**config.mk**
```make
export PLATFORM = sky130hd
export DESIGN_NAME = xcvr_bidir
export DESIGN_NICKNAME = d
export VERILOG_FILES = /design/src/rtl/xcvr_pkg.sv /design/src/rtl/xcvr_store.sv /design/src/rtl/xcvr_clk_fwd.sv /design/src/rtl/xcvr_bidir.sv
export SDC_FILE = /design/constraint.sdc
export NUM_CORES = 1
export LEC_CHECK = 0
export ABC_AREA = 1
export ABC_CLOCK_PERIOD_IN_PS = 1000
export BUFFER_PORTS_ARGS = -buffer_cell sky130_fd_sc_hd__buf_2
export CELL_PAD_IN_SITES_DETAIL_PLACEMENT = 2
export CELL_PAD_IN_SITES_GLOBAL_PLACEMENT = 2
export CORE_MARGIN = 5
export CORE_UTILIZATION = 24
export CTS_CLUSTER_SIZE = 24
export DETAILED_ROUTE_END_ITERATION = 12
export PLACE_DENSITY_LB_ADDON = 0.1
export SYNTH_ARGS = -nofsm -noshare
export SYNTH_HDL_FRONTEND = slang
export SYNTH_SLANG_ARGS = --single-unit
export TNS_END_PERCENT = 30
```
**constraint.sdc**
```tcl
create_clock -name clk -period 1 [get_ports clk]
set_clock_uncertainty 0.15 [all_clocks]
set_input_delay 0.1 -clock clk [delete_from_list [all_inputs] [get_ports clk]]
set_output_delay 0.1 -clock clk [all_outputs]
set_load 0.03 [all_outputs]
```
**src/rtl/xcvr_pkg.sv**
```systemverilog
package xcvr_pkg;
  typedef enum logic [1:0] {
    ST_KEEP    = 2'd0,
    ST_PASS    = 2'd1,
    ST_CAPTURE = 2'd2
  } store_mode_e;
endpackage

```
**src/rtl/xcvr_store.sv**
```systemverilog
module xcvr_store
  import xcvr_pkg::*;
#(
  parameter int W = 17
) (
  input  logic         clk,
  input  logic         rst_n,
  input  logic         pass,
  input  logic         cap_n,
  input  logic         strobe,
  input  logic [W-1:0] d,
  output logic [W-1:0] q,
  output logic         strobe_d
);
  logic [W-1:0] held;
  logic         strobe_q;
  logic         strobe_edge;
  store_mode_e  mode;

  assign strobe_edge = strobe & ~strobe_q;

  always_comb begin
    if (pass)                      mode = ST_PASS;
    else if (strobe_edge && !cap_n) mode = ST_CAPTURE;
    else                           mode = ST_KEEP;
  end

  always_ff @(posedge clk or negedge rst_n) begin
    if (!rst_n) begin
      held     <= '0;
      strobe_q <= 1'b0;
    end else begin
      strobe_q <= strobe;
      if (mode != ST_KEEP) held <= d;
    end
  end

  assign q        = pass ? d : held;
  assign strobe_d = strobe_q;

  assert_latch_hold_R3: assert property (@(posedge clk) disable iff (!rst_n)
    ($past(rst_n) && $past(pass) && !pass) |-> (q == $past(d)));

  assert_clocked_load_R4: assert property (@(posedge clk) disable iff (!rst_n)
    (!pass && !cap_n && strobe && !strobe_q) |=> (pass || q == $past(d)));

  assert_gated_keep_R5: assert property (@(posedge clk) disable iff (!rst_n)
    (!pass && cap_n) |=> (pass || $stable(q)));

  assert_idle_keep_R5: assert property (@(posedge clk) disable iff (!rst_n)
    (!pass && !strobe) |=> (pass || $stable(q)));
endmodule

```
**src/rtl/xcvr_clk_fwd.sv**
```systemverilog
module xcvr_clk_fwd (
  input  logic clk,
  input  logic rst_n,
  input  logic strobe_d,
  input  logic oe_n,
  output logic clk_out
);
  assign clk_out = strobe_d & ~oe_n;

  assert_fwd_off_R9: assert property (@(posedge clk) disable iff (!rst_n)
    oe_n |-> !clk_out);
endmodule

```
**src/rtl/xcvr_bidir.sv**
```systemverilog
module xcvr_bidir #(
  parameter int W = 17
) (
  input  logic         clk,
  input  logic         rst_n,
  input  logic [W-1:0] a_in,
  output logic [W-1:0] a_out,
  output logic         a_oe,
  input  logic [W-1:0] b_in,
  output logic [W-1:0] b_pull,
  input  logic         ab_pass,
  input  logic         ab_cap_n,
  input  logic         ab_strobe,
  input  logic         ab_oe_n,
  input  logic         ba_pass,
  input  logic         ba_cap_n,
  input  logic         ba_strobe,
  input  logic         ba_oe_n,
  output logic         b_clk_out,
  output logic         a_clk_out
);
  logic [W-1:0] ab_q;
  logic [W-1:0] ba_q;
  logic         ab_strobe_d;
  logic         ba_strobe_d;

  xcvr_store #(.W(W)) u_ab_store (
    .clk(clk), .rst_n(rst_n), .pass(ab_pass), .cap_n(ab_cap_n),
    .strobe(ab_strobe), .d(a_in), .q(ab_q), .strobe_d(ab_strobe_d)
  );

  xcvr_store #(.W(W)) u_ba_store (
    .clk(clk), .rst_n(rst_n), .pass(ba_pass), .cap_n(ba_cap_n),
    .strobe(ba_strobe), .d(b_in), .q(ba_q), .strobe_d(ba_strobe_d)
  );

  xcvr_clk_fwd u_b_clk (
    .clk(clk), .rst_n(rst_n), .strobe_d(ab_strobe_d), .oe_n(ab_oe_n),
    .clk_out(b_clk_out)
  );

  xcvr_clk_fwd u_a_clk (
    .clk(clk), .rst_n(rst_n), .strobe_d(ba_strobe_d), .oe_n(ba_oe_n),
    .clk_out(a_clk_out)
  );

  for (genvar i = 0; i < W; i++) begin : g_b_drv
    assign b_pull[i] = ~ab_oe_n & ~ab_q[i];
  end

  assign a_out = ba_q;
  assign a_oe  = ~ba_oe_n;

  assert_b_release_R8: assert property (@(posedge clk) disable iff (!rst_n)
    ab_oe_n |-> (b_pull == '0));

  assert_clk_not_ahead_R9: assert property (@(posedge clk) disable iff (!rst_n)
    ($rose(b_clk_out) && !ab_pass && $past(!ab_pass) && $past(!ab_cap_n) &&
     $past(!ab_oe_n)) |-> (~b_pull == $past(a_in)));

  assert_a_drive_R7: assert property (@(posedge clk) disable iff (!rst_n)
    ba_oe_n |-> !a_oe);
endmodule

```
# After elaboration in Yosys (flattened, before gate mapping)
# Index checks and enable logic that the tools add are counted.
[classes]
addsub = 0
reduce_logical = 6
bitwise_logic = 42
magnitude_cmp = 0
n_eq_ne = 0
multipliers = 0
n_shift = 0
n_mux = 6
div_mod_pow = 0
[ops]
columns = ["op", "count"]
rows = [
  ["two-way mux 17 bit", 2],
  ["AND 1 bit", 21],
  ["inverter 1 bit", 21],
  ["two-way mux 2 bit", 4],
  ["nonzero test 2 bit", 2],
  ["logical AND 1 bit", 2],
  ["logical NOT 1 bit", 2],
]
[totals]
romBits = 0
in_bits = 44
out_inout_bits = 37
regBits = 36
mem_bits_rw = 0
latchBits = 0
mem_count = 0

# Depth between registers and ports, before layout
[logic_depth]
depth_word = 6
depth_mapped = 6

# Hierarchy
# From an unflattened synthesis, not the netlist that was laid out.
[unflattened]
cells_unflattened = 288
area_unflattened_um2 = 2023.2
[by_module_without_submodules]
columns = ["mod", "n_inst", "cells_per_inst", "area_per_inst_um2", "seq_area_each_um2"]
rows = [
  ["xcvr_store", 2, 132, 954.7, 450.4],
  ["xcvr_bidir", 1, 20, 93.8, 0.0],
  ["xcvr_clk_fwd", 2, 2, 10.0, 0.0],
]

# Worst setup path after synthesis
# OpenSTA, ideal clock, no wires.
[synth_path]
path_type = "flip-flop to output port"
start = "register u_ab_store.held[15]"
end = "output b_pull[15]"
slack_ps = -400
path_stages_with_launch = 2
path_buffers = 0
t_arrival_ps = 1150
cell_sequence = "dfrtp_1 -> a211oi_1"
[synth_via]
elab_chain_len = 3
[synth_rtl]
columns = ["element", "line", "text"]
rows = [
  ["start: declaration", "xcvr_store.sv:15", "logic [W-1:0] held;"],
  ["start signal: assignment", "xcvr_store.sv:30", "held <= '0;"],
  ["start signal: assignment", "xcvr_store.sv:34", "if (mode != ST_KEEP) held <= d;"],
  ["two-way mux 17 bit", "xcvr_store.sv:38", "assign q = pass ? d : held;"],
  ["inverter 1 bit", "xcvr_bidir.sv:48", "assign b_pull[i] = ~ab_oe_n & ~ab_q[i];"],
  ["AND 1 bit", "xcvr_bidir.sv:48", ""],
  ["end: declaration", "xcvr_bidir.sv:10", "output logic [W-1:0] b_pull,"],
]
# Every way passes these cells.

# Final worst setup path
[layout_path]
start = "register u_ab_store.held[4]"
end = "output b_pull[4]"
# Same word-level chain as after synthesis.

==> flow_summary.ini <==
[status]
status = complete, but fails checks
violations = negative setup slack

[worst_setup_path]
critPathLaunchType = register
r2r_slack_ns = -0.26
worstPathArrival_ns = 1.11
slowest_stage = dfrtp_1
endpoint = b_pull[4]
crit_family = flip-flops
r2r_cells = 6
critPathMaxStageDelay_ns = 0.42
cp_max_fo = 2
cp.depth = 2
criticalPathCategory = reg -> out
crit_chain = a211oi_4, buf_6
rr_startpoint = u_ba_store.strobe_d
cp_num_buf_inv = 1
rr_endpoint = u_ba_store.held[16]
worstPathRequired_ns = 0.75
worstSetupStartpoint = u_ab_store.held[4]
critPathCaptureType = output pin

[timing]
worst_slew_pin_slew_ns = 0.214
fin_crit_ns = 1.36
setup_viol = 70
relSlewSlack = 0.857
hold_viol = 0
tns_ns = -16.48
finalCritPeriodShare = 1.36
setup_ws_ns = -0.357
max_freq_mhz = 737
rsz0062_at_grt = yes
slew_violations = 0

[route]
ant_nets = 0
first_iter_violations = 28
dr.pass1.iters = 4
routed_via_density = 4.40
finalWirelength_um = 7690
wl_per_cell_um = 14.7
drc = 0
vias = 2298

[die]
die_h_um = 103
die_width_um = 103
initial_utilization = 0.242
die_area_sq_um = 10600
core_sq_um = 8590
pin_count = 81
rows = 34

[clock_network]
clk-insertion-delay-late_ns = 0.28
cts_buffer_depth = 2
clkTransAtPathRegs_ns = 0.08
clockRootBuffer = clkbuf_8
htree_levels = 2
cts_inserted_buffers = 5
cts.sinks = 36
cts_tree = done

[synth]
synth_seq_cells = 36
synth_top_family_by_area = simple AND/OR/NAND/NOR gates
synth_compound_area_frac = 0.0928
yosysWarnings = 0
synth-xor-area-share = 0
ys_seq_area_frac = 0.434
ys_types = 15
syn_nets = 313
synth_mux_area_frac = 0
avgSynthCellArea_sq_um = 7.72
synthAdderAreaFrac = 0
yosys.area_share.simple = 0.359
syn-instance-count = 269
synth_area_sq_um = 2080

[final_layout]
area_growth_pct = 84.4
stdcell_count = 522
fin_nets = 458
drive_gt1_frac = 0.437
insertedDiodeCount = 0
finalInstanceArea_sq_um = 3830

[place]
port-buffer-count = 80
dp_hpwl_um = 5000
gp_congestion = 0.648
dpl-instance-area_sq_um = 2940
dp_cells = 464

[grt]
grt_max_degree = 37
grt_pass1_vias = 2638
antenna_found_initial = 0
globalRoute.totalOverflow = 0
grt_pass1_wl_um = 12600
track_usage = 0.150

[pwr]
power_density_nw_per_um2 = 1130
vdd_drop_max_v = 0.000456
total_power_w = 0.00434
power.leakage_nw = 1.98

[run]
max_cap_violations = 0

[min_path]
min-delay-start = ab_strobe
min_path_type = in -> reg
==> how the worst min path moves through the flow <==
stage                               end  slack (ns)  depth (start not counted)
floorplan            u_ab_store.held[0]       -0.35                          0
global placement     u_ba_store.held[1]       -0.06                          2
detailed placement  u_ba_store.strobe_d       -0.06                          2
CTS                 u_ab_store.held[11]        0.07                          4
global route        u_ab_store.held[11]        0.08                          4
finish              u_ab_store.held[11]        0.07                          4
==> sequential cells by signal, indices dropped and copies added (netlist names) <==
register             cells
u_ba_store.strobe_d      1
u_ab_store.held         17
u_ba_store.held         17
u_ab_store.strobe_d      1
==> area by class of cell <==
cell class	instances	area [sq um]
Tap cell	108	135
Fill cell	975	4760
Sequential cell	36	901
Timing Repair Buffer	154	1430
Multi-Input combinational cell	193	1190
Clock buffer	6	72.6
Inverter	24	100
Clock inverter	1	5.00
==> synthesized netlist by cell type <==
cell type,count,area [sq um]
nand2_4,2,22.5
inv_4,1,6.26
a211oi_1,4,30.0
buf_6,7,78.8
nand3_1,34,170
inv_1,19,71.3
a211oi_2,13,163
inv_2,3,11.3
nand3_4,2,35.0
inv_6,1,8.76
nor2_1,2,7.51
buf_2,3,15.0
buf_4,6,45.0
nand2_1,136,510
dfrtp_1,36,901
==> power breakdown <==
part           total, W  internal [W]  switching, W
sequential      0.00172       0.00160      0.000122
combinational   0.00163      0.000780      0.000853
clock          0.000992      0.000474      0.000517
==> timing repair <==
action / 4_1_cts / 5_1_grt
endpoints found under the hold margin: 72 / 0
resized for setup: 77 / 16
endpoints found under the setup margin: 70 / 70
gates cloned: 0 / 1
hold buffers: 37 / 0
pin swaps: 28 / 12
setup buffers: 11 / 2
==> stage by stage <==
step,worst slack (ns),hold WS [ns],utilization
floorplan,-0.0726,-0.346,-
global placement,-0.201,-0.0607,0.342
detailed placement,-0.230,-0.0604,0.342
CTS,-0.376,0.0712,0.433
global route,-0.400,0.0824,0.446
finish,-0.357,0.0695,0.446
==> layout by cell type, fill, tap and decap left out <==
master         count
a211oi_4          17
buf_12            10
buf_2             44
buf_4             23
buf_6             39
clkbuf_1           1
clkbuf_16          1
clkbuf_8           5
clkinv_2           1
dfrtp_1           36
dlygate4sd3_1     37
inv_1             11
inv_2             11
inv_4              1
inv_8              1
nand2_1          123
nand2_2           13
nand2_4            1
nand2_8            1
nand3_1           25
nand3_2            9
nand3_4            2
nor2_4             2
==> worst register-to-register path, delay by kind of cell (launching register included) <==
| kind | cells | cell delay (ns) |
|---|---|---|
| flops | 1 | 0.38 |
| buf+inv | 3 | 0.38 |
| simple gates | 3 | 0.25 |
==> routing by layer <==
layer	track usage	up-vias	routed length [um]
li1	-	1116	-
met1	0.177	1128	3120
met2	0.284	52	4190
met3	0.0277	2	343
met4	0.0299	0	37
met5	0	-	0
==> cells by family after synthesis <==
logic type,after synthesis
buf+inv,40
simple gates,176
flops,36
compound gates,17
Power figures use the tool's default switching activity.
